<file path="config.mk">
export PLATFORM = sky130hd
export DESIGN_NAME = rsc_strap_sampler
export DESIGN_NICKNAME = d
export VERILOG_FILES = /design/src/rtl/rsc_pkg.sv /design/src/rtl/rsc_sync.sv /design/src/rtl/rsc_reset_edge.sv /design/src/rtl/rsc_strap_latch.sv /design/src/rtl/rsc_strap_sampler.sv
export SDC_FILE = /design/constraint.sdc
export NUM_CORES = 1
export LEC_CHECK = 0
export BUFFER_PORTS_ARGS = -buffer_cell sky130_fd_sc_hd__clkbuf_2
export CAP_MARGIN = 40
export CORE_AREA = 4 4 45 47
export CTS_CLUSTER_DIAMETER = 60
export CTS_CLUSTER_SIZE = 40
export DETAILED_ROUTE_END_ITERATION = 7
export DIE_AREA = 0 0 49 51
export PLACE_DENSITY_LB_ADDON = 0.05
export SLEW_MARGIN = 20
export SYNTH_ARGS = -nofsm -noshare
export SYNTH_HDL_FRONTEND = slang
export SYNTH_HIERARCHICAL = 1
export SYNTH_SLANG_ARGS = --single-unit
</file>
<file path="constraint.sdc">
create_clock -name clk -period 1 [get_ports clk]
set_input_delay 0.05 -clock clk [delete_from_list [all_inputs] [get_ports clk]]
set_output_delay 0.05 -clock clk [all_outputs]
set_load 0.05 [all_outputs]
</file>
<file path="src/rtl/rsc_pkg.sv">
package rsc_pkg;

  localparam int RATIO_W = 2;
  localparam int HALF_W  = 4;
  localparam int PIN_W   = 6;

  localparam logic [RATIO_W-1:0] RATIO_DEFAULT = 2'b10;

  typedef struct packed {
    logic [RATIO_W-1:0] ratio_sel;
    logic               flush_req;
    logic               warm_req;
    logic               sg_req;
  } strap_t;

  function automatic logic [HALF_W-1:0] ratio_to_half(input logic [RATIO_W-1:0] sel);
    logic [HALF_W-1:0] r;
    case (sel)
      2'b00:   r = 4'd5;
      2'b01:   r = 4'd6;
      2'b10:   r = 4'd4;
      default: r = 4'd7;
    endcase
    return r;
  endfunction

endpackage

</file>
<file path="src/rtl/rsc_sync.sv">
module rsc_sync #(
  parameter int              WIDTH     = 1,
  parameter int              STAGES    = 2,
  parameter logic [WIDTH-1:0] RESET_VAL = '0
) (
  input  logic             clk,
  input  logic             rst_n,
  input  logic [WIDTH-1:0] d,
  output logic [WIDTH-1:0] q
);

  logic [WIDTH-1:0] stage_q [STAGES];

  for (genvar g = 0; g < STAGES; g++) begin : g_stage
    logic [WIDTH-1:0] stage_d;
    if (g == 0) begin : g_first
      assign stage_d = d;
    end else begin : g_next
      assign stage_d = stage_q[g-1];
    end

    always_ff @(posedge clk or negedge rst_n) begin
      if (!rst_n) begin
        stage_q[g] <= RESET_VAL;
      end else begin
        stage_q[g] <= stage_d;
      end
    end
  end

  assign q = stage_q[STAGES-1];

endmodule

</file>
<file path="src/rtl/rsc_reset_edge.sv">
module rsc_reset_edge (
  input  logic clk,
  input  logic rst_n,
  input  logic rst_level,
  output logic fall,
  output logic id_drive
);

  logic level_d_q, level_d_nxt;
  logic id_q, id_nxt;

  always_comb begin
    level_d_nxt = rst_level;
    id_nxt      = rst_level | level_d_q;
  end

  always_ff @(posedge clk or negedge rst_n) begin
    if (!rst_n) begin
      level_d_q <= 1'b1;
      id_q      <= 1'b1;
    end else begin
      level_d_q <= level_d_nxt;
      id_q      <= id_nxt;
    end
  end

  assign fall     = level_d_q & ~rst_level;
  assign id_drive = id_q;

  // identification held high while reset is seen active
  p_id_in_reset_r8: assert property (@(posedge clk) disable iff (!rst_n)
    rst_level |=> id_drive);

  // a release produces exactly one capture pulse
  p_single_fall_r3: assert property (@(posedge clk) disable iff (!rst_n)
    fall |=> !fall);

endmodule

</file>
<file path="src/rtl/rsc_strap_latch.sv">
module rsc_strap_latch
  import rsc_pkg::*;
(
  input  logic   clk,
  input  logic   rst_n,
  input  logic   capture,
  input  logic   rst_level,
  input  strap_t straps,
  output strap_t held,
  output logic   valid
);

  strap_t held_q, held_nxt;
  logic   valid_q, valid_nxt;
  logic   load_en;

  assign load_en = capture;

  always_comb begin
    held_nxt  = held_q;
    valid_nxt = valid_q;
    if (load_en) begin
      held_nxt.ratio_sel = straps.ratio_sel;
      held_nxt.flush_req = straps.flush_req;
      held_nxt.warm_req  = straps.warm_req & ~straps.flush_req;
      held_nxt.sg_req    = straps.sg_req;
      valid_nxt          = 1'b1;
    end else if (rst_level) begin
      valid_nxt = 1'b0;
    end
  end

  always_ff @(posedge clk or negedge rst_n) begin
    if (!rst_n) begin
      held_q.ratio_sel <= RATIO_DEFAULT;
      held_q.flush_req <= 1'b0;
      held_q.warm_req  <= 1'b0;
      held_q.sg_req    <= 1'b0;
      valid_q          <= 1'b0;
    end else begin
      held_q  <= held_nxt;
      valid_q <= valid_nxt;
    end
  end

  assign held  = held_q;
  assign valid = valid_q;

  // captured modes move only on a capture pulse
  p_hold_r3: assert property (@(posedge clk) disable iff (!rst_n)
    !capture |=> $stable(held_q));

  // the two test requests never leave together
  p_priority_r6: assert property (@(posedge clk) disable iff (!rst_n)
    !(held_q.flush_req && held_q.warm_req));

  // valid follows a capture pulse on the next edge
  p_valid_rise_r10: assert property (@(posedge clk) disable iff (!rst_n)
    capture |=> valid_q);

endmodule

</file>
<file path="src/rtl/rsc_strap_sampler.sv">
module rsc_strap_sampler
  import rsc_pkg::*;
#(
  parameter int SYNC_STAGES = 2
) (
  input  logic              clk,
  input  logic              por_n,
  input  logic              sys_reset,
  input  logic              ratio_pin_hi,
  input  logic              ratio_pin_lo,
  input  logic              cache_flush_n,
  input  logic              warm_init,
  input  logic              sg_strap_n,
  output logic [RATIO_W-1:0] ratio_sel,
  output logic [HALF_W-1:0]  ratio_half,
  output logic              tristate_test,
  output logic              self_test,
  output logic              sg_enable,
  output logic              id_drive,
  output logic              straps_valid
);

  localparam logic [PIN_W-1:0] PIN_IDLE = {1'b1, RATIO_DEFAULT, 1'b1, 1'b0, 1'b1};

  logic             rst_n;
  logic [PIN_W-1:0] pins_raw, pins_s;
  logic             rst_level, fall;
  strap_t           straps_now, held;

  // synchronous release of the power-on reset
  rsc_sync #(.WIDTH(1), .STAGES(SYNC_STAGES), .RESET_VAL(1'b0)) u_por_sync (
    .clk   (clk),
    .rst_n (por_n),
    .d     (1'b1),
    .q     (rst_n)
  );

  assign pins_raw = {sys_reset, ratio_pin_hi, ratio_pin_lo, cache_flush_n, warm_init, sg_strap_n};

  rsc_sync #(.WIDTH(PIN_W), .STAGES(SYNC_STAGES), .RESET_VAL(PIN_IDLE)) u_pin_sync (
    .clk   (clk),
    .rst_n (rst_n),
    .d     (pins_raw),
    .q     (pins_s)
  );

  assign rst_level            = pins_s[5];
  assign straps_now.ratio_sel = pins_s[4:3];
  assign straps_now.flush_req = ~pins_s[2];
  assign straps_now.warm_req  = pins_s[1];
  assign straps_now.sg_req    = ~pins_s[0];

  rsc_reset_edge u_edge (
    .clk       (clk),
    .rst_n     (rst_n),
    .rst_level (rst_level),
    .fall      (fall),
    .id_drive  (id_drive)
  );

  rsc_strap_latch u_latch (
    .clk       (clk),
    .rst_n     (rst_n),
    .capture   (fall),
    .rst_level (rst_level),
    .straps    (straps_now),
    .held      (held),
    .valid     (straps_valid)
  );

  assign ratio_sel     = held.ratio_sel;
  assign ratio_half    = ratio_to_half(held.ratio_sel);
  assign tristate_test = held.flush_req;
  assign self_test     = held.warm_req;
  assign sg_enable     = held.sg_req;

  // a reasserted reset withdraws the valid flag
  p_valid_drop_r9: assert property (@(posedge clk) disable iff (!rst_n)
    (rst_level && !fall) |=> !straps_valid);

  // identification is low whenever valid has been up a cycle
  p_id_low_r8: assert property (@(posedge clk) disable iff (!rst_n)
    (straps_valid && $past(straps_valid) && !rst_level) |-> !id_drive);

endmodule

</file>
==> flow_metrics.py, run 1 <==
metrics = {
    "status": {
        "status": "finished with violations",
        "failed_checks": "negative setup slack",
    },
    "power_and_ir_drop": {
        "total_power_uw": 2300,
        "cellLeakagePower_uw": 0.000545,
        "peakVddDrop_mv": 1.19,
        "powerDensity_nw_per_um2": 2040,
    },
    "drt": {
        "first_pass_iters": 4,
        "drc_errors": 0,
        "avgRoutedWirePerCell_um": 12.2,
        "antenna_left": 0,
        "vias": 405,
        "drtIter0Drc": 1,
        "viasPerCell": 4.35,
        "drt-total-wl_um": 1140,
    },
    "worst_hold_path": {
        "hp-class": "primary input to asynchronous set/reset pin",
    },
    "place": {
        "gp_congestion": 0.672,
        "place_inst": 78,
        "place_hpwl_um": 792,
        "io_buffers": 16,
        "place_area_um2": 881,
    },
    "grt": {
        "grt_usage": 0.108,
        "grt_max_degree": 21,
        "antenna_found_initial": 0,
        "grt_pass1_wl_um": 2020,
        "grt_pass1_vias": 437,
        "grt_overflow": 0,
    },
    "synth": {
        "ys_top_cells_by_area": "dfstp_2, dfrtp_1, mux2_4",
        "synth_area_per_cell_um2": 16.9,
        "synth_top_area_frac": 0.390,
        "ys_types": 13,
        "yosysTopAreaCell": "dfstp_2",
        "syn_area_um2": 742,
        "yosysSeqAreaShare": 0.761,
        "yosys_warnings": 6,
        "ys_ff_latch": 22,
        "synthCells": 44,
    },
    "worst_setup_path": {
        "crit_path_top_delay_cell": "dfstp_2",
        "reg2reg_depth": 2,
        "crit-reg2reg-launch": "u_edge/level_d_q",
        "critPathRequiredTime_ns": 0.95,
        "startpoint_type": "flop",
        "cp_cell_sequence": "inv_2, ha_4, or2_4, buf_8",
        "crit_arrival_ns": 1.41,
        "cp-end-kind": "output port",
        "crit_type": "flop to output port",
        "crit_start": "u_latch/held[4]",
        "worstPathMaxFanout": 2,
        "cpPeakStageDelay_ns": 0.56,
    },
    "timing": {
        "clock.fmax_mhz": 684,
        "drv_slew": 0,
        "rsz0062_at_grt": "true",
        "period_minus_slack_ns": 1.46,
        "setup_slack_ns": -0.461,
        "hold_violations": 0,
        "fin_skew_ns": 0.00142,
        "fin_crit_sh": 1.46,
        "setup_viol": 11,
        "holdWs_ns": 0.0589,
    },
    "clock_tree": {
        "cts_buffers": 3,
        "clkTransAtPathRegs_ns": 0.11,
        "cts_max_level": 1,
        "clock_latency_ns": 0.30,
        "cts_tree": "built",
        "clock_tree.buffer_depth": 2,
        "cts_root_buf": "clkbuf_4",
        "cts.sinks": 22,
    },
    "floorplanning": {
        "start_util": 0.449,
        "coreArea_um2": 1650,
        "die_w_um": 49,
        "dieArea_um2": 2500,
        "rows": 15,
        "io_pins": 19,
        "die-height_um": 51,
    },
    "layout": {
        "fillers": 116,
        "instances_no_fill": 93,
        "synthToLayoutAreaGrowth_pct": 51.6,
        "num_antenna_cells": 0,
        "drive_gt1_frac": 0.618,
        "final_nets": 87,
        "final_area_um2": 1120,
    },
    "job": {
        "max_cap_violations": 0,
    },
}
[flip-flops by register name, indices dropped and copies added (netlist names)]
register                    flops
u_edge/id_drive                 1
u_edge/level_d_q                1
u_latch/held                    5
u_latch/valid                   1
u_pin_sync/g_stage.stage_d      6
u_pin_sync/q                    6
u_por_sync/g_stage.stage_d      1
u_por_sync/q                    1
[final timing paths]
check | to | slack [ns]
min reg2reg | u_latch/held[1] | 0.20
min | u_por_sync/g_stage[1].stage_d | 0.06
max | ratio_half[1] | -0.46
max in group asynchronous | u_edge/id_drive | 0.54
max reg2reg | u_latch/held[0] | -0.22
min in group clk | u_pin_sync/q[1] | 0.36
[layer usage]
metal | vias up | wire [µm] | global-route usage
met4 | 0 | 8 | 0.0538
met2 | 12 | 636 | 0.193
met5 | - | 0 | 0
met1 | 201 | 437 | 0.117
met3 | 2 | 57 | 0.0292
li1 | 190 | - | -
[layout make-up]
type / instances / area [µm²] / area share
Sequential cell: 22 / 564 / 0.502
Timing Repair Buffer: 30 / 309 / 0.275
Multi-Input combinational cell: 15 / 159 / 0.141
Clock inverter: 1 / 30.0 / 0.0267
Clock buffer: 3 / 22.5 / 0.0200
Tap cell: 17 / 21.3 / 0.0189
Inverter: 5 / 18.8 / 0.0167
[per-stage QoR]
step	setup slack (ns)	TNS [ns]	util
after floorplan	-0.261	-1.03	-
after global placement	-0.214	-1.05	0.533
after detailed placement	-0.240	-1.19	0.533
after CTS	-0.500	-2.34	0.669
after global routing	-0.534	-2.68	0.681
final	-0.461	-2.14	0.681
[power breakdown]
group          internal, µW  leakage (µW)  switching, µW
combinational           305      0.000271            323
sequential              975      0.000246           38.5
clock                   405     0.0000279            251
[cell families (layout without fill, tap and decap cells)]
group,after synthesis,in the layout,share of synthesized area
AOI/OAI and AO/OA,2,2,0.0185
adders and majority gates,2,2,0.0337
buffers and inverters,8,39,0.0607
DFF,22,22,0.761
muxes,4,4,0.0809
other,2,3,0.0101
and+or+nand+nor,4,4,0.0354
[synth_stat cells (all sizes together)]
cell    number
dfrtp       11
dfstp       11
inv          5
mux2         4
buf          3
conb         2
ha           2
or2          2
a21o         1
nand3b       1
nor2b        1
o21ai        1
[placed cells by master, fill, tap and decap left out, drive strengths merged]
| cell | synthesis | routed |
|---|---|---|
| conb | 2 | 3 |
| bufinv | 0 | 1 |
| nand3b | 1 | 1 |
| dlygate4sd3 | 0 | 7 |
| nor2b | 1 | 1 |
| clkbuf | 0 | 13 |
| dfstp | 11 | 11 |
| a21o | 1 | 1 |
| buf | 3 | 13 |
| mux2 | 4 | 4 |
| inv | 5 | 5 |
| dfrtp | 11 | 11 |
| ha | 2 | 2 |
| or2 | 2 | 2 |
| o21ai | 1 | 1 |
[timing repair]
item / CTS / global route
buffers inserted: 3 / 2
hold buffers: 7 / 0
resized for setup: 18 / 6
pin swaps: 1 / 0
hold endpoints to repair: 8 / 0
endpoints found under the setup margin: 14 / 15
[worst max-delay path, delay by kind of cell, from the launching register on]
family / cells / cell delay (ns)
flops: 1 / 0.56
fa+ha+maj: 1 / 0.14
buf+inv: 2 / 0.19
simple gates: 1 / 0.22
No activity file was read; power rests on OpenSTA's default activity.
==> run 2, diff against run 1 <==
--- a/config.mk
+++ b/config.mk
@@ -5,13 +5,13 @@
 export SDC_FILE = /design/constraint.sdc
 export NUM_CORES = 1
 export LEC_CHECK = 0
-export BUFFER_PORTS_ARGS = -buffer_cell sky130_fd_sc_hd__clkbuf_2
 export CAP_MARGIN = 40
-export CORE_AREA = 4 4 45 47
+export CORE_AREA = 4 4 43 45
 export CTS_CLUSTER_DIAMETER = 60
 export CTS_CLUSTER_SIZE = 40
 export DETAILED_ROUTE_END_ITERATION = 7
-export DIE_AREA = 0 0 49 51
+export DIE_AREA = 0 0 47 49
+export DONT_BUFFER_PORTS = 1
 export PLACE_DENSITY_LB_ADDON = 0.05
 export SLEW_MARGIN = 20
 export SYNTH_ARGS = -nofsm -noshare
==> run 2 against run 1 <==
Net effect:
- fmax rose by 6.3%
- register-to-register slack barely moved
- clock skew rose by 0.0046 ns
- global-route usage rose by 0.37 points
- critical path depth fell by 1
- the flow still finishes with violations (negative setup slack)
- largest cell class unchanged
- highest routed layer unchanged
- critical endpoint unchanged
- sequential power barely moved
- flip-flop and latch count did not move
- setup slack improved by 0.086 ns
==> flow_metrics.py, run 2 (synthesis gave the netlist of run 1 again) <==
metrics = {
    "status": {
        "status": "finished with violations",
        "failed_checks": "negative setup slack",
    },
    "floorplanning": {
        "die-height_um": 49,
        "coreArea_um2": 1470,
        "rows": 14,
        "die_w_um": 47,
        "dieArea_um2": 2300,
        "io_pins": 19,
        "start_util": 0.504,
    },
    "drt": {
        "drt-total-wl_um": 1060,
        "drtIter0Drc": 2,
        "avgRoutedWirePerCell_um": 12.9,
        "viasPerCell": 4.50,
        "first_pass_iters": 2,
        "drc_errors": 0,
        "vias": 369,
        "antenna_left": 0,
    },
    "timing": {
        "period_minus_slack_ns": 1.38,
        "drv_slew": 0,
        "setup_slack_ns": -0.375,
        "fin_skew_ns": 0.00605,
        "hold_violations": 0,
        "setup_viol": 11,
        "setup_tns_ns": -1.88,
        "fin_crit_sh": 1.38,
        "rsz0062_at_grt": "true",
        "clock.fmax_mhz": 727,
    },
    "layout": {
        "num_antenna_cells": 0,
        "final_common_cell": "dfstp_2",
        "layout_common_cells": "dfstp_2, dfrtp_1, dlygate4sd3_1",
        "synthToLayoutAreaGrowth_pct": 36.4,
        "fillers": 107,
        "drive_gt1_frac": 0.561,
        "final_nets": 77,
        "utilization": 0.688,
    },
    "clock_tree": {
        "clock_latency_ns": 0.30,
        "cts_buffers": 3,
        "cts_tree": "built",
        "clkTransAtPathRegs_ns": 0.11,
        "clock_tree.buffer_depth": 2,
        "cts_max_level": 1,
        "cts_root_buf": "clkbuf_4",
        "cts.sinks": 22,
    },
    "grt": {
        "grt_usage": 0.112,
        "grt_pass1_vias": 405,
        "grtUsageMet3": 0.0221,
        "use_met2": 0.186,
        "grt_max_degree": 21,
        "busiest_layer": "met2",
        "grt_overflow": 0,
        "antenna_found_initial": 0,
        "met1_usage": 0.117,
        "grt_pass1_wl_um": 1730,
    },
    "worst_setup_path": {
        "cp-end-kind": "output port",
        "critPathRequiredTime_ns": 0.95,
        "startpoint_type": "flop",
        "crit_type": "flop to output port",
        "crit_arrival_ns": 1.33,
        "worstPathMaxFanout": 2,
    },
    "place": {
        "place_hpwl_um": 763,
        "io_buffers": 0,
        "gp_congestion": 0.600,
    },
    "worst_hold_path": {
        "hp-class": "flop to asynchronous set/reset pin",
    },
    "power_and_ir_drop": {
        "peakVddDrop_mv": 1.74,
        "powerDensity_nw_per_um2": 2150,
        "cellLeakagePower_uw": 0.000474,
    },
    "job": {
        "max_cap_violations": 0,
    },
}
## run 2: final cells by class
type                       count  area (µm²)  area share
clock inverter                 1        30.0      0.0297
timing repair buffer          20         196       0.194
tap                           16        20.0      0.0198
inverter                       5        18.8      0.0185
sequential                    22         566       0.559
multi-input combinational     15         159       0.157
clock buffer                   3        22.5      0.0222
## run 2: timing repair
action                                  in CTS  in global routing
setup buffers                                2                  0
hold endpoints to repair                     8                  0
hold buffers                                 8                  0
endpoints found under the setup margin      11                 12
resized for setup                            6                  3
pin swaps                                    2                  1
## run 2: critical path: stages, from the launching register on
cell	delay [ns]
dfstp_2	0.55
inv_2	0.04
ha_4	0.14
or2_4	0.30
## run 2: power by group
| part | total (µW) | internal [µW] | leakage, µW | switching (µW) |
|---|---|---|---|---|
| sequential | 1020 | 976 | 0.000245 | 46.1 |
| combinational | 500 | 208 | 0.000201 | 292 |
| clock | 655 | 405 | 0.0000279 | 250 |
| total | 2180 | 1590 | 0.000474 | 588 |
## run 2: worst paths after layout
check                           slack, ns                                to              from  depth (start not counted)
worst max register to register      -0.21                   u_latch/held[0]  u_edge/level_d_q                          2
max in group asynchronous            0.38                      u_por_sync/q             por_n                          2
worst min-delay path                 0.20                   u_pin_sync/q[3]      u_por_sync/q                          1
worst max-delay path                -0.38                     ratio_half[1]   u_latch/held[4]                          3
min in group clk                     0.27  u_pin_sync/g_stage[1].stage_d[2]     cache_flush_n                          1
worst min register to register       0.20                   u_pin_sync/q[3]      u_por_sync/q                          1
## run 2: through the flow
step / std cells / power, µW / area (µm²) / setup WS [ns] / hold slack [ns]
floorplan: 45 / 1380 / 768 / -0.261 / -0.246
detailed placement: 68 / 1470 / 837 / -0.181 / -0.246
global route: 82 / 2280 / 1010 / -0.418 / 0.227
finish: 82 / 2180 / 1010 / -0.375 / 0.199
global placement: 68 / 1450 / 837 / -0.156 / -0.246
CTS: 82 / 2190 / 1000 / -0.409 / 0.208
## run 2: per-layer routing
metal  vias to the layer above  part of all wire
met5                         -                 0
met4                         0             0.026
met3                         4             0.063
met2                        16              0.56
met1                       179              0.35
li1                        170                 -
==> run 3, diff against run 2 <==
--- a/config.mk
+++ b/config.mk
@@ -5,12 +5,13 @@
 export SDC_FILE = /design/constraint.sdc
 export NUM_CORES = 1
 export LEC_CHECK = 0
+export ABC_AREA = 1
 export CAP_MARGIN = 40
-export CORE_AREA = 4 4 43 45
+export CORE_AREA = 4 4 42 44
 export CTS_CLUSTER_DIAMETER = 60
 export CTS_CLUSTER_SIZE = 40
 export DETAILED_ROUTE_END_ITERATION = 7
-export DIE_AREA = 0 0 47 49
+export DIE_AREA = 0 0 46 48
 export DONT_BUFFER_PORTS = 1
 export PLACE_DENSITY_LB_ADDON = 0.05
 export SLEW_MARGIN = 20
==> run 3 against run 2 <==
Net effect:
- the flow still finishes with violations (negative setup slack)
- hold slack improved by 0.016 ns
- core utilization rose by 2.0 points
- routed wire length rose by 0.85%
- largest power group unchanged
==> flow_metrics.py, run 3 <==
metrics = {
    "floorplanning": {
        "rows": 14,
        "die_w_um": 46,
        "io_pins": 19,
        "die-height_um": 48,
        "coreArea_um2": 1440,
        "dieArea_um2": 2210,
        "start_util": 0.503,
    },
    "worst_setup_path": {
        "cp_cell_sequence": "inv_4, ha_4",
        "critPathRequiredTime_ns": 0.95,
        "crit_arrival_ns": 1.34,
        "worstPathMaxFanout": 3,
        "critPathTopFamily": "flip-flops",
        "r2r_setup_slack_ns": -0.06,
        "startpoint_type": "flop",
        "crit_buf_inv": 1,
        "crit_type": "flop to output port",
        "cp-end-kind": "output port",
        "cpPeakStageDelay_ns": 0.66,
        "crit_path_top_delay_cell": "dfstp_4",
    },
    "synth": {
        "async_reset_ff_frac": 1.00,
        "synth_common_cells": "nand2_1, dfrtp_1, dfstp_2",
        "synth_top_area_frac": 0.400,
        "syn_area_um2": 723,
        "yosysSeqAreaShare": 0.780,
        "ys_top_cells_by_area": "dfstp_2, dfrtp_1, nand2_1",
        "synth_edf_count": 0,
        "ys_types": 11,
        "ys.flop_type": "dfstp_2",
        "ys_ff_latch": 22,
        "yosysMostFrequentCell": "nand2_1",
        "yosysTopAreaCell": "dfstp_2",
        "synthCells": 57,
        "yosys_warnings": 6,
        "synth_area_per_cell_um2": 12.7,
    },
    "clock_tree": {
        "clock_latency_ns": 0.29,
        "cts_max_level": 1,
        "clock_tree.buffer_depth": 2,
        "cts_buffers": 3,
        "cts_tree": "built",
        "clkTransAtPathRegs_ns": 0.11,
        "cts.sinks": 22,
        "cts_root_buf": "clkbuf_4",
    },
    "job": {
        "max_cap_violations": 0,
    },
    "place": {
        "gp_congestion": 0.761,
        "place_inst": 80,
        "place_hpwl_um": 764,
        "io_buffers": 0,
        "dp_slack_ns": -0.0617,
    },
    "layout": {
        "instances_no_fill": 94,
        "final_nets": 89,
        "register_area_um2": 569,
        "num_antenna_cells": 0,
        "drive_gt1_frac": 0.500,
        "multi_input_area_um2": 171,
        "fillers": 100,
        "utilization": 0.708,
        "synthToLayoutAreaGrowth_pct": 40.7,
        "layout_common_cells": "nand2_1, dfstp_2, dfrtp_1",
    },
    "worst_hold_path": {
        "hp-class": "flop to asynchronous set/reset pin",
    },
    "grt": {
        "grt_pass1_wl_um": 1730,
        "antenna_found_initial": 0,
        "grt_overflow": 0,
        "grt_pass1_vias": 435,
        "grt_max_degree": 21,
        "grt_usage": 0.115,
    },
    "power_and_ir_drop": {
        "p_int_uw": 1350,
        "swShare": 0.294,
        "p_comb_frac": 0.227,
        "power.share.sequential": 0.536,
        "powerDensity_nw_per_um2": 1890,
        "power_frac_clock": 0.237,
        "p_sw_uw": 564,
        "peakVddDrop_mv": 1.13,
        "cellLeakagePower_uw": 0.000482,
    },
    "timing": {
        "period_minus_slack_ns": 1.39,
        "rsz0062_at_grt": "true",
        "fin_skew_ns": 0.00343,
        "holdWs_ns": 0.215,
        "drv_slew": 0,
        "setup_viol": 9,
        "fin_crit_sh": 1.39,
        "setup_tns_ns": -1.12,
        "setup_slack_ns": -0.387,
        "clock.fmax_mhz": 721,
        "hold_violations": 0,
    },
    "status": {
        "status": "finished with violations",
        "failed_checks": "negative setup slack",
    },
    "drt": {
        "drc_errors": 0,
        "drt-total-wl_um": 1070,
        "first_pass_iters": 1,
        "vias": 425,
        "antenna_left": 0,
        "avgRoutedWirePerCell_um": 11.4,
        "viasPerCell": 4.52,
        "drtIter0Drc": 0,
    },
}
[run 3: path summary, 6_finish.rpt]
path | start | endpoint | cells after the start
setup / recovery | u_latch/held[4] | ratio_half[0] | 2
hold / removal | u_por_sync/q | u_latch/valid | 1
setup reg to reg | u_latch/held[4] | u_latch/held[4] | 4
hold reg to reg | u_por_sync/q | u_latch/valid | 1
max in group asynchronous | por_n | u_por_sync/q | 2
min in group clk | sg_strap_n | u_pin_sync/g_stage[1].stage_d[0] | 1
[run 3: cells by family after synthesis]
logic type	share of synthesized area
buffers and inverters	0.0726
adder cells (fa/ha/maj)	0.0346
AO/OA/AOI/OAI	0.00691
other	0.0104
AND/OR/NAND/NOR	0.0951
flip-flops	0.780
[run 3: power groups by stage]
stage                     Combinational, µW  Sequential (µW)  Clock [µW]
after floorplan                         177             1140           0
after global placement                  349             1030           0
after detailed placement                356             1040           0
after CTS                               422             1020         478
after global routing                    461             1040         521
final                                   435             1030         455
[run 3: timing repair]
action | 4_1_cts | 5_1_grt
endpoints found under the setup margin | 8 | 10
gates resized for setup | 8 | 8
setup buffers | 1 | 1
hold buffers | 8 | 0
pin swaps | 0 | 1
endpoints found under the hold margin | 8 | 0
cloned | 0 | 0
[run 3: final cells by class]
| class | instances | share of cell area |
|---|---|---|
| Timing Repair Buffer | 18 | 0.172 |
| Multi-Input combinational cell | 24 | 0.169 |
| Tap cell | 16 | 0.0197 |
| Clock buffer | 4 | 0.0357 |
| Sequential cell | 22 | 0.560 |
| Inverter | 10 | 0.0443 |
[run 3: routing by layer]
layer | vias up | global-route usage | part of all wire | routed length, µm
met1 | 207 | 0.127 | 0.39 | 415
met5 | - | 0 | 0 | 0
met3 | 0 | 0.0338 | 0.076 | 81
met4 | 0 | 0.0682 | 0 | 0
met2 | 15 | 0.198 | 0.53 | 570
li1 | 203 | - | - | -
[run 3: worst reg2reg max path, cell delays in order (launching register included)]
cell and delay, ns:
dfstp_4 0.66, buf_4 0.12, buf_12 0.13, nand2_2 0.05
nand2_1 0.05
[run 3: per-stage QoR]
step	total power [µW]	instance area, µm²
2_1_floorplan	1320	772
3_3_place_gp	1380	837
3_5_place_dp	1390	837
4_1_cts	1920	988
5_1_grt	2020	1020
6_report	1920	1020
